`src/rtl/bsd_pkg.sv`:
```
package bsd_pkg;

  typedef struct packed {
    logic mem_rd;
    logic mem_wr;
    logic io_rd;
    logic io_wr;
  } bsd_cmd_t;

  localparam int unsigned CMD_W = 4;

endpackage

```
`src/rtl/bsd_addr_latch.sv`:
```
module bsd_addr_latch #(
  parameter int unsigned LO_W = 8
) (
  input  logic            clk,
  input  logic            rst,
  input  logic            load,
  input  logic [LO_W-1:0] d,
  output logic [LO_W-1:0] next_val,
  output logic [LO_W-1:0] q
);

  assign next_val = load ? d : q;

  always_ff @(posedge clk) begin
    if (rst) q <= '0;
    else     q <= next_val;
  end

  AST_LATCH_HOLD: assert property (@(posedge clk) disable iff (rst)
    (!$past(rst) && !$past(load)) |-> $stable(q));

  AST_LATCH_LOAD: assert property (@(posedge clk) disable iff (rst)
    (!$past(rst) && $past(load)) |-> (q == $past(d)));

endmodule

```
`src/rtl/bsd_cmd_decode.sv`:
```
module bsd_cmd_decode
  import bsd_pkg::*;
(
  input  logic     rd_n,
  input  logic     wr_n,
  input  logic     io_cyc,
  output bsd_cmd_t cmd,
  output logic     conflict
);

  logic rd_act, wr_act, single;

  always_comb begin
    rd_act   = ~rd_n;
    wr_act   = ~wr_n;
    conflict = rd_act & wr_act;
    single   = rd_act ^ wr_act;
    cmd.mem_rd = single & rd_act & ~io_cyc;
    cmd.mem_wr = single & wr_act & ~io_cyc;
    cmd.io_rd  = single & rd_act &  io_cyc;
    cmd.io_wr  = single & wr_act &  io_cyc;
  end

endmodule

```
`src/rtl/bsd_region_match.sv`:
```
module bsd_region_match #(
  parameter int unsigned ADDR_W = 16,
  parameter int unsigned BASE   = 0,
  parameter int unsigned BYTES  = 16384
) (
  input  logic [ADDR_W-1:0] addr,
  output logic              hit
);

  localparam logic [ADDR_W:0] LO_LIM = (ADDR_W+1)'(BASE);
  localparam logic [ADDR_W:0] HI_LIM = (ADDR_W+1)'(BASE + BYTES);

  logic [ADDR_W:0] ext;

  always_comb begin
    ext = {1'b0, addr};
    hit = (ext >= LO_LIM) && (ext < HI_LIM);
  end

endmodule

```
`src/rtl/bsd_port_decode.sv`:
```
module bsd_port_decode #(
  parameter int unsigned PORT_BITS = 3,
  localparam int unsigned N_PORTS = 1 << PORT_BITS
) (
  input  logic                 enable,
  input  logic [PORT_BITS-1:0] idx,
  output logic [N_PORTS-1:0]   sel
);

  for (genvar k = 0; k < N_PORTS; k++) begin : g_port
    assign sel[k] = enable && (idx == PORT_BITS'(k));
  end

endmodule

```
`src/rtl/bus_split_decoder.sv`:
```
module bus_split_decoder
  import bsd_pkg::*;
#(
  parameter int unsigned LO_W      = 8,
  parameter int unsigned HI_W      = 8,
  parameter int unsigned ROM_BASE  = 32'h0000,
  parameter int unsigned ROM_BYTES = 32'h4000,
  parameter int unsigned RAM_BASE  = 32'h4000,
  parameter int unsigned RAM_BYTES = 32'h2000,
  parameter int unsigned PORT_BITS = 3,
  localparam int unsigned ADDR_W  = LO_W + HI_W,
  localparam int unsigned N_PORTS = 1 << PORT_BITS
) (
  input  logic               clk,
  input  logic               rst,
  input  logic               addr_strobe,
  input  logic [LO_W-1:0]    ad_lo,
  input  logic [HI_W-1:0]    a_hi,
  input  logic               rd_n,
  input  logic               wr_n,
  input  logic               io_not_mem,
  output logic [ADDR_W-1:0]  sys_addr,
  output logic               mem_rd_n,
  output logic               mem_wr_n,
  output logic               io_rd_n,
  output logic               io_wr_n,
  output logic               rom_sel_n,
  output logic               ram_sel_n,
  output logic [N_PORTS-1:0] port_sel_n,
  output logic               bus_err
);

  logic [LO_W-1:0]   lo_next, lo_q;
  logic [HI_W-1:0]   hi_q;
  logic [ADDR_W-1:0] addr_next;
  bsd_cmd_t          cmd;
  logic              conflict, mem_cyc, io_cyc;
  logic              rom_hit, ram_hit;
  logic [N_PORTS-1:0] port_hit;

  bsd_addr_latch #(.LO_W(LO_W)) u_lo (
    .clk(clk), .rst(rst), .load(addr_strobe), .d(ad_lo),
    .next_val(lo_next), .q(lo_q)
  );

  bsd_cmd_decode u_cmd (
    .rd_n(rd_n), .wr_n(wr_n), .io_cyc(io_not_mem),
    .cmd(cmd), .conflict(conflict)
  );

  assign addr_next = {a_hi, lo_next};
  assign mem_cyc   = cmd.mem_rd | cmd.mem_wr;
  assign io_cyc    = cmd.io_rd  | cmd.io_wr;

  bsd_region_match #(.ADDR_W(ADDR_W), .BASE(ROM_BASE), .BYTES(ROM_BYTES)) u_rom (
    .addr(addr_next), .hit(rom_hit)
  );

  bsd_region_match #(.ADDR_W(ADDR_W), .BASE(RAM_BASE), .BYTES(RAM_BYTES)) u_ram (
    .addr(addr_next), .hit(ram_hit)
  );

  bsd_port_decode #(.PORT_BITS(PORT_BITS)) u_port (
    .enable(io_cyc), .idx(a_hi[HI_W-1 -: PORT_BITS]), .sel(port_hit)
  );

  always_ff @(posedge clk) begin
    if (rst) begin
      hi_q       <= '0;
      mem_rd_n   <= 1'b1;
      mem_wr_n   <= 1'b1;
      io_rd_n    <= 1'b1;
      io_wr_n    <= 1'b1;
      rom_sel_n  <= 1'b1;
      ram_sel_n  <= 1'b1;
      port_sel_n <= '1;
      bus_err    <= 1'b0;
    end else begin
      hi_q       <= a_hi;
      mem_rd_n   <= ~cmd.mem_rd;
      mem_wr_n   <= ~cmd.mem_wr;
      io_rd_n    <= ~cmd.io_rd;
      io_wr_n    <= ~cmd.io_wr;
      rom_sel_n  <= ~(mem_cyc & rom_hit);
      ram_sel_n  <= ~(mem_cyc & ram_hit);
      port_sel_n <= ~port_hit;
      bus_err    <= conflict;
    end
  end

  assign sys_addr = {hi_q, lo_q};

  AST_ONE_STROBE: assert property (@(posedge clk) disable iff (rst)
    $countones({~mem_rd_n, ~mem_wr_n, ~io_rd_n, ~io_wr_n}) <= 1);

  AST_ERR_QUIET: assert property (@(posedge clk) disable iff (rst)
    bus_err |-> (mem_rd_n && mem_wr_n && io_rd_n && io_wr_n && rom_sel_n
                 && ram_sel_n && (port_sel_n == '1)));

  AST_IDLE_QUIET: assert property (@(posedge clk) disable iff (rst)
    (!$past(rst) && $past(rd_n) && $past(wr_n)) |->
      (mem_rd_n && mem_wr_n && io_rd_n && io_wr_n && rom_sel_n && ram_sel_n
       && (port_sel_n == '1)));

  AST_MEM_SEL_MEMCYC: assert property (@(posedge clk) disable iff (rst)
    (!$past(rst) && (!rom_sel_n || !ram_sel_n)) |-> !$past(io_not_mem));

  AST_PORT_IOCYC: assert property (@(posedge clk) disable iff (rst)
    (!$past(rst) && (port_sel_n != '1)) |->
      ($past(io_not_mem) && $onehot0(~port_sel_n)));

  AST_ONE_MEM_DEV: assert property (@(posedge clk) disable iff (rst)
    !(!rom_sel_n && !ram_sel_n));

endmodule

```
`config.mk`:
```
export PLATFORM = sky130hd
export DESIGN_NAME = bus_split_decoder
export DESIGN_NICKNAME = d
export VERILOG_FILES = /design/src/rtl/bsd_pkg.sv /design/src/rtl/bsd_addr_latch.sv /design/src/rtl/bsd_cmd_decode.sv /design/src/rtl/bsd_region_match.sv /design/src/rtl/bsd_port_decode.sv /design/src/rtl/bus_split_decoder.sv
export SDC_FILE = /design/constraint.sdc
export NUM_CORES = 1
export LEC_CHECK = 0
export BUFFER_PORTS_ARGS = -buffer_cell sky130_fd_sc_hd__buf_2
export CAP_MARGIN = 20
export CORE_MARGIN = 4
export CORE_UTILIZATION = 35
export DETAILED_ROUTE_END_ITERATION = 16
export GPL_TIMING_DRIVEN = 0
export HOLD_SLACK_MARGIN = 0.06
export PLACE_DENSITY = 0.66
export SYNTH_ARGS = -nofsm -noshare
export SYNTH_HDL_FRONTEND = slang
export SYNTH_SLANG_ARGS = --single-unit
```
`constraint.sdc`:
```
create_clock -name clk -period 0.8 [get_ports clk]
set_input_delay 0 -clock clk [delete_from_list [all_inputs] [get_ports clk]]
set_output_delay 0 -clock clk [all_outputs]
set_load 0.005 [all_outputs]
```
==> impl_metrics.yaml <==
outcome:
  failed_checks: "negative hold slack"
  status: "complete, but fails checks"
floorplanning:
  dieHeight_um: 60.1
  dieArea_um2: 3610
  ios: 53
  core_um2: 2520
  die_w_um: 60.1
  num_rows: 18
  initial_utilization_pct: 37.6
setup_path:
  slowest_stage: "dfxtp_2"
  cp.arrival_ns: 0.76
  cp_cell_sequence: "buf_2"
  start_kind: "register"
  r2r_cells: 2
  cpPeakStageDelay_ns: 0.33
  cp_top_family: "flip-flops"
  critPathBufInv: 1
  crit_required_ns: 0.80
  cp_max_fo: 2
  crit_type: "register to output port"
  crit_path_end_kind: "output port"
  crit_cells: 1
timing:
  setup_violations: 0
  slew_violations: 0
  finalHoldViolCount: 15
  fmax_ghz: 1.31
  max-slew-margin-rel_pct: 71.7
  skew_ns: 0
  fin_hold_ws_ns: -0.0772
  tightest_slew_ns: 0.425
  rsz0062_at_grt: "true"
  period_minus_slack_ns: 0.764
  final.setup.tns_ns: 0
  post-route-period-util_pct: 95.6
power_and_ir_drop:
  sequentialPowerShare_pct: 55.5
  total_leakage_power_nw: 0.671
  p_int_w: 0.00230
  power_density_nw_per_um2: 1980
  pwr-share-clk_pct: 33.5
  combPwrFrac_pct: 11.0
  sw_frac_of_total_pct: 21.5
  vdd_drop_max_mv: 1.55
  p_switching_w: 0.000630
worst_hold_path:
  whs_path_depth: 2
  hp-class: "primary input to register"
logic_synthesis:
  ys_types: 16
  synth_area_leaders: "dfxtp_1 65%, mux2i_1 8.4%, nor2b_1 5.9%"
  synth_nets: 105
  synth_cells: 83
  ys_seq_elements: 31
  syn_area_per_cell_um2: 11.4
  synth_top_area_cell: "dfxtp_1"
  synthesis.area_um2: 950
  ys_seq_area_share_pct: 65.3
  yosysTopAreaCellShare_pct: 65.3
  synth_warnings: 0
global_routing:
  grt_pass1_wl_mm: 3.49
  first_global_vias: 806
  overflow: 0
  grt_antenna_before_repair: 0
  grt_usage_pct: 13.9
  grt_max_degree: 11
clock_tree:
  numCtsBuffers: 5
  clk_latency_ns: 0.32
  hold_buffers: 14
  clk_pin_slew_ns: 0.08
  numClockSinks: 31
  clockRootBuffer: "clkbuf_4"
  clockBufferDepth: 2
  cts_setup_buffers: 0
  h-tree-depth: 2
  cts_tree: "built"
run:
  drv_cap: 0
detailed_routing:
  drt_iter0_markers: 8
  drc: 0
  via_per_inst: 4.51
  wl_per_cell_um: 12.0
  dr_total_vias: 838
  dr.pass1.iters: 2
  ant_nets: 0
  wirelength_mm: 2.24
layout:
  fillers: 228
  final_nets: 177
  final_core_util_pct: 58.7
  register_area_um2: 634
  antenna_cells: 0
  drive_above_1_share_pct: 46.2
  multi_input_area_um2: 315
  syn_to_final_growth_pct: 55.9
place:
  port_buffers: 51
  dpl.hpwl_mm: 1.56
  gp_congestion: 0.685
-- cells in the final DEF (no fill, tap or decap) --
master,synthesis,routed
dlygate4sd3_1,0,14
nor2_2,0,1
nand3_1,6,6
clkbuf_4,0,5
nor2b_1,9,9
nor4_1,1,1
dfxtp_2,0,11
nand4_1,4,4
clkbuf_1,3,4
nand4b_1,1,1
dfxtp_1,31,20
nand2_1,1,1
clkbuf_8,0,2
mux2i_1,8,8
nor3b_1,2,2
and3b_1,1,1
nor2_1,10,9
buf_2,1,50
nor3_1,2,2
nand3b_1,2,2
buf_6,0,2
xor2_2,1,1
-- logic make-up (layout without fill, tap and decap cells) --
logic type	Yosys count	in the layout	synth area share (%)
buf+inv	4	77	1.71
mux	8	8	8.43
xor+xnor	1	1	1.71
flops	31	31	65.3
simple gates	39	39	22.8
-- final timing paths --
| path | end | start | slack (ns) |
|---|---|---|---|
| setup / recovery | sys_addr[3] | register | 0.04 |
| hold / removal | mem_wr_n | rd_n | -0.08 |
| hold reg to reg | register | register | 0.49 |
| setup reg to reg | register | register | 0.17 |
-- final cells by class --
cell class	instances	share of cell area (%)
flip-flops and latches	31	42.9
repair buffers	65	27.6
multi-input cells	48	21.3
clock buffers	8	4.65
well taps	30	2.54
plain buffers	4	1.10
-- per-stage QoR --
| stage | setup slack [ns] | hold slack, ns | instances | power, W | instance area (um^2) |
|---|---|---|---|---|---|
| floorplan | 0.222 | 0.0739 | 83 | 0.00178 | 950 |
| global placement | -0.00887 | 0.212 | 164 | 0.00191 | 1240 |
| detailed placement | -0.00960 | 0.234 | 164 | 0.00192 | 1240 |
| CTS | 0.00393 | -0.0951 | 186 | 0.00297 | 1450 |
| global route | -0.0106 | -0.0946 | 186 | 0.00308 | 1480 |
| finish | 0.0355 | -0.0772 | 186 | 0.00293 | 1480 |
-- per-layer routing --
metal	vias to the layer above	part of all wire [%]	GRT usage, %
met5	-	0	0
met4	0	2.8	7.91
met3	8	9.1	7.99
met2	27	53	23.3
met1	376	35	13.1
li1	427	-	-
-- cell usage after synthesis --
cell type	instances
nand3b_1	2
nor2b_1	9
nor2_1	10
buf_2	1
and3b_1	1
nor3_1	2
nand4b_1	1
nand2_1	1
nand4_1	4
mux2i_1	8
nor4_1	1
nor3b_1	2
dfxtp_1	31
clkbuf_1	3
nand3_1	6
xor2_2	1
-- repair_timing --
item / CTS / global route
setup endpoints to repair: 0 / 12
endpoints found under the hold margin: 31 / 18
gates resized for setup: 0 / 14
-- power groups by stage --
stage          Clock, W  Combinational, W  Sequential (W)
2_1_floorplan         0          0.000111         0.00166
3_3_place_gp          0          0.000260         0.00165
3_5_place_dp          0          0.000265         0.00166
4_1_cts         0.00103          0.000316         0.00162
5_1_grt         0.00109          0.000360         0.00163
6_report       0.000981          0.000324         0.00163
(Power assumes the default switching activity.)
